[src/rtl/utmi_rx_pkg.sv]
package utmi_rx_pkg;
  typedef struct packed {
    logic loadHold;
    logic emitMid;
    logic emitEnd;
    logic emitErr;
    logic emptyPulse;
    logic violPulse;
  } rxStrobe_t;
endpackage

[src/rtl/utmi_rx_ctrl.sv]
module utmi_rx_ctrl
  import utmi_rx_pkg::*;
(
  input  logic       clk,
  input  logic       rst,
  input  logic       rxValid,
  input  logic       rxActive,
  input  logic       rxError,
  output rxStrobe_t  strobe
);
  logic inPkt;
  logic holdFull;
  logic errAcc;
  logic accept;
  logic endSeen;

  always_comb begin
    accept  = rxActive & rxValid & inPkt;
    endSeen = inPkt & ~rxActive;
    strobe.loadHold   = accept;
    strobe.emitMid    = accept & holdFull;
    strobe.emitEnd    = endSeen & holdFull;
    strobe.emitErr    = errAcc;
    strobe.emptyPulse = endSeen & ~holdFull;
    strobe.violPulse  = rxValid & ~(rxActive & inPkt);
  end

  always_ff @(posedge clk) begin
    if (rst) begin
      inPkt    <= 1'b0;
      holdFull <= 1'b0;
      errAcc   <= 1'b0;
    end else begin
      inPkt <= rxActive;
      if (endSeen) begin
        holdFull <= 1'b0;
        errAcc   <= 1'b0;
      end else begin
        if (accept) holdFull <= 1'b1;
        if (rxActive & rxError) errAcc <= 1'b1;
      end
    end
  end
endmodule

[src/rtl/utmi_rx_datapath.sv]
module utmi_rx_datapath
  import utmi_rx_pkg::*;
#(
  parameter int DATA_W = 8
) (
  input  logic              clk,
  input  logic              rst,
  input  logic [DATA_W-1:0] rxData,
  input  rxStrobe_t         strobe,
  output logic [DATA_W-1:0] outData,
  output logic              outValid,
  output logic              outLast,
  output logic              outError,
  output logic              emptyPkt,
  output logic              protoViol
);
  logic [DATA_W-1:0] holdData;
  logic              emitAny;

  assign emitAny = strobe.emitMid | strobe.emitEnd;

  always_ff @(posedge clk) begin
    if (rst) begin
      holdData  <= '0;
      outData   <= '0;
      outValid  <= 1'b0;
      outLast   <= 1'b0;
      outError  <= 1'b0;
      emptyPkt  <= 1'b0;
      protoViol <= 1'b0;
    end else begin
      if (strobe.loadHold) holdData <= rxData;
      if (emitAny) outData <= holdData;
      outValid  <= emitAny;
      outLast   <= strobe.emitEnd;
      outError  <= strobe.emitEnd & strobe.emitErr;
      emptyPkt  <= strobe.emptyPulse;
      protoViol <= strobe.violPulse;
    end
  end
endmodule

[src/rtl/utmi_rx_framer.sv]
module utmi_rx_framer
  import utmi_rx_pkg::*;
#(
  parameter int DATA_W = 8
) (
  input  logic              clk,
  input  logic              rst,
  input  logic [DATA_W-1:0] rxData,
  input  logic              rxValid,
  input  logic              rxActive,
  input  logic              rxError,
  output logic [DATA_W-1:0] outData,
  output logic              outValid,
  output logic              outLast,
  output logic              outError,
  output logic              emptyPkt,
  output logic              protoViol
);
  rxStrobe_t strobe;

  utmi_rx_ctrl i_ctrl (
    .clk(clk), .rst(rst), .rxValid(rxValid), .rxActive(rxActive),
    .rxError(rxError), .strobe(strobe)
  );

  utmi_rx_datapath #(.DATA_W(DATA_W)) i_dp (
    .clk(clk), .rst(rst), .rxData(rxData), .strobe(strobe),
    .outData(outData), .outValid(outValid), .outLast(outLast),
    .outError(outError), .emptyPkt(emptyPkt), .protoViol(protoViol)
  );
endmodule

[config.mk]
export PLATFORM = sky130hd
export DESIGN_NAME = utmi_rx_framer
export DESIGN_NICKNAME = d
export VERILOG_FILES = /design/src/rtl/utmi_rx_pkg.sv /design/src/rtl/utmi_rx_ctrl.sv /design/src/rtl/utmi_rx_datapath.sv /design/src/rtl/utmi_rx_framer.sv
export SDC_FILE = /design/constraint.sdc
export NUM_CORES = 1
export LEC_CHECK = 0
export BUFFER_PORTS_ARGS = -buffer_cell sky130_fd_sc_hd__clkbuf_2
export CAP_MARGIN = 20
export CORE_UTILIZATION = 38
export DETAILED_ROUTE_END_ITERATION = 16
export PLACE_DENSITY_LB_ADDON = 0.2
export SYNTH_ARGS = -nofsm -noshare
export SYNTH_HDL_FRONTEND = slang
export SYNTH_SLANG_ARGS = --single-unit
[constraint.sdc]
create_clock -name clk -period 1.7 [get_ports clk]
set_input_delay 0.085 -clock clk [delete_from_list [all_inputs] [get_ports clk]]
set_output_delay 0.085 -clock clk [all_outputs]
set_load 0.02 [all_outputs]
==> key figures <==
Synthesis
  – Syn_area_per_cell: 9.65 um2
  – Post-synth cell types: 21
  – Yosys reg bits: 24
  – Area share of the largest cell type after synthesis: 53.6%
  – Synth top area cells: dfxtp_1, nand2b_1, mux2i_1
  – Dominant synthesized flop cell: dfxtp_1
  – Mapped cell area: 897 um2
  – Mapped Cells: 93
  – Sequential area share after synthesis: 53.6%
  – Post-synth EDFFs: 0
  – Leading area contributor after synthesis: dfxtp_1
  – Syn. warnings: 0
  – Post-synthesis net count: 106
  – Async SR Flop Fraction: 0%

Power and ir drop
  – Max VDD drop: 0.490 mV
  – PD cells: 910 nW/um2
  – Total power after layout: 1.06 mW
  – Leak: 0.462 nW

Routing
  – # DRC: 0
  – Number of DRC markers in iteration 0: 3
  – Drt pass-1 iters: 2
  – Antenna Violating Nets Remaining: 0
  – DR top layer: met4
  – Vias: 684
  – Routed met2 length: 798 um
  – DR WL met3: 77 um
  – M1 WL: 792 um
  – Wire length per cell: 11.0 um
  – WL final: 1690 um
  – Post-DR vias/cell: 4.47

Critical path
  – Slowest Stage Delay on Critical Path: 0.48 ns
  – R2R setup slack: 0.51 ns
  – Crit path kind: reg2reg
  – Crit Path Max Fanout: 9
  – Worst Path Buf+Inv: 0
  – Worst Setup Start Kind: flip-flop
  – Critical path required time: 1.94 ns
  – Critical Path AT: 1.44 ns
  – Crit path max-delay family: flip-flops
  – Slowest CP cell: dfxtp_1
  – Crit-path cells: nand2_2 -> a21oi_4 -> mux2i_1
  – Setup crit end kind: flip-flop

CTS
  – CTS H-tree lvls: 1
  – Clk sinks: 24
  – Clk slew on worst S/H paths: 0.13 ns
  – Clock buffers created by TritonCTS: 3
  – CTS root buf: clkbuf_4
  – Post-CTS Resized: 0
  – Hold buffers post-CTS: 7
  – CTS tree: built
  – Post-CTS setup buffer count: 0
  – Worst-skew pair later-pin latency: 0.30 ns
  – Max clock buf depth: 2

Timing
  – Final min period: 1.19 ns
  – Final Cycle Share: 70.2%
  – Slew @ Worst Pin: 0.488 ns
  – Skew final: 0.00207 ns
  – Worst hold slack: 0.00378 ns
  – Rel. slew slack: 67.5%
  – Final setup vio count: 0
  – Final setup TNS: 0 ns
  – RSZ-0062 raised after global routing: no
  – Final hold viol count: 0
  – Max-slew violations: 0
  – Peak Freq: 839 MHz

GRT
  – Largest net degree at the start of global routing: 32
  – First-pass GRT wire length: 2880 um
  – Vias in the first global route: 662
  – Initial antenna violation count: 0
  – Gr usage total: 15.0%
  – GRT overflow: 0

Worst hold path
  – Worst min path class: in2reg

Floorplanning
  – Die Y: 50.6 um
  – Total I/O pin count: 26
  – Core footprint: 2210 um2
  – Die area: 2560 um2
  – Width of the chip: 50.6 um
  – Rows: 17
  – Starting density of the core: 40.6%

Placement
  – Post-Place Cell Area: 1040 um2
  – GP Congestion: 0.655
  – Buffers on Ports: 25
  – DP Wirelength: 1100 um

Layout
  – Nets: 139
  – Fillers: 229
  – Post-layout util: 52.4%
  – Layout cells sized above 1: 26.4%
  – P&R area growth vs syn: 29.3%
  – Final Cell Area: 1160 um2
  – Antenna fix cells: 0
  – Most frequent cells in the layout: clkbuf_2, dfxtp_1, nand2b_1, nand2_1, a21oi_1
  – Most common cell after layout, fill and taps aside: clkbuf_2

Status
  – Run status: completed

Run
  – Max Cap Viol: 0
## worst reg2reg max path, stage by stage, from the launching register on
cell and delay [ns]:
dfxtp_1 0.48, nand2_2 0.10, a21oi_4 0.33, mux2i_1 0.23
## final timing paths
path | from | cells after the start | end
worst max register to register | i_ctrl.inPkt | 3 | i_dp.outData[6]
worst min register to register | i_dp.holdData[2] | 2 | i_dp.holdData[2]
worst max-delay path | i_ctrl.inPkt | 3 | i_dp.outData[6]
worst min-delay path | rxData[6] | 3 | i_dp.holdData[6]
## registers in the layout, summed over array words and instances (netlist names)
name,flops
i_ctrl.inPkt,1
i_dp.outLast,1
i_ctrl.holdFull,1
i_dp.protoViol,1
i_dp.outValid,1
i_ctrl.errAcc,1
i_dp.emptyPkt,1
i_dp.outData,8
i_dp.outError,1
i_dp.holdData,8
## kinds of logic (layout without fill, tap and decap cells)
family	Yosys count	after routing	share of synthesized area [%]
AND/OR/NAND/NOR	43	43	25.9
AO/OA/AOI/OAI	12	12	8.51
buffers and inverters	6	38	3.07
flip-flops	24	24	53.6
multiplexers	8	8	8.93
## routing by layer
metal  GRT usage [%]  vias up
met4            6.94        0
met1            17.6      302
li1                -      364
met5               0        -
met2            26.0       16
met3            3.03        2
## through the flow
step | instances | setup WS [ns]
4_1_cts | 153 | 0.486
3_5_place_dp | 142 | 0.507
3_3_place_gp | 142 | 0.560
5_1_grt | 153 | 0.385
6_report | 153 | 0.507
2_1_floorplan | 93 | 0.643
## Yosys cell counts, types with 2 or more instances
library cell and n:
dfxtp_1 24, nand2_1 16, nand2b_1 16, a21oi_1 9, mux2i_1 8, clkbuf_1 2
inv_1 2, nor2b_1 2, nor3_1 2
## report_power, final
part / switching (mW) / internal (mW)
sequential: 0.00726 / 0.573
clock: 0.166 / 0.238
combinational: 0.0335 / 0.0383
## final cells by class
cell class | count | area (um2) | area share, %
flip-flops and latches | 24 | 480 | 41.4
multi-input cells | 63 | 389 | 33.5
repair buffers | 32 | 195 | 16.8
well taps | 28 | 35.0 | 3.02
clock inverters | 1 | 30.0 | 2.59
clock buffers | 3 | 22.5 | 1.94
inverters | 2 | 7.51 | 0.647
(Power assumes the default switching activity.)
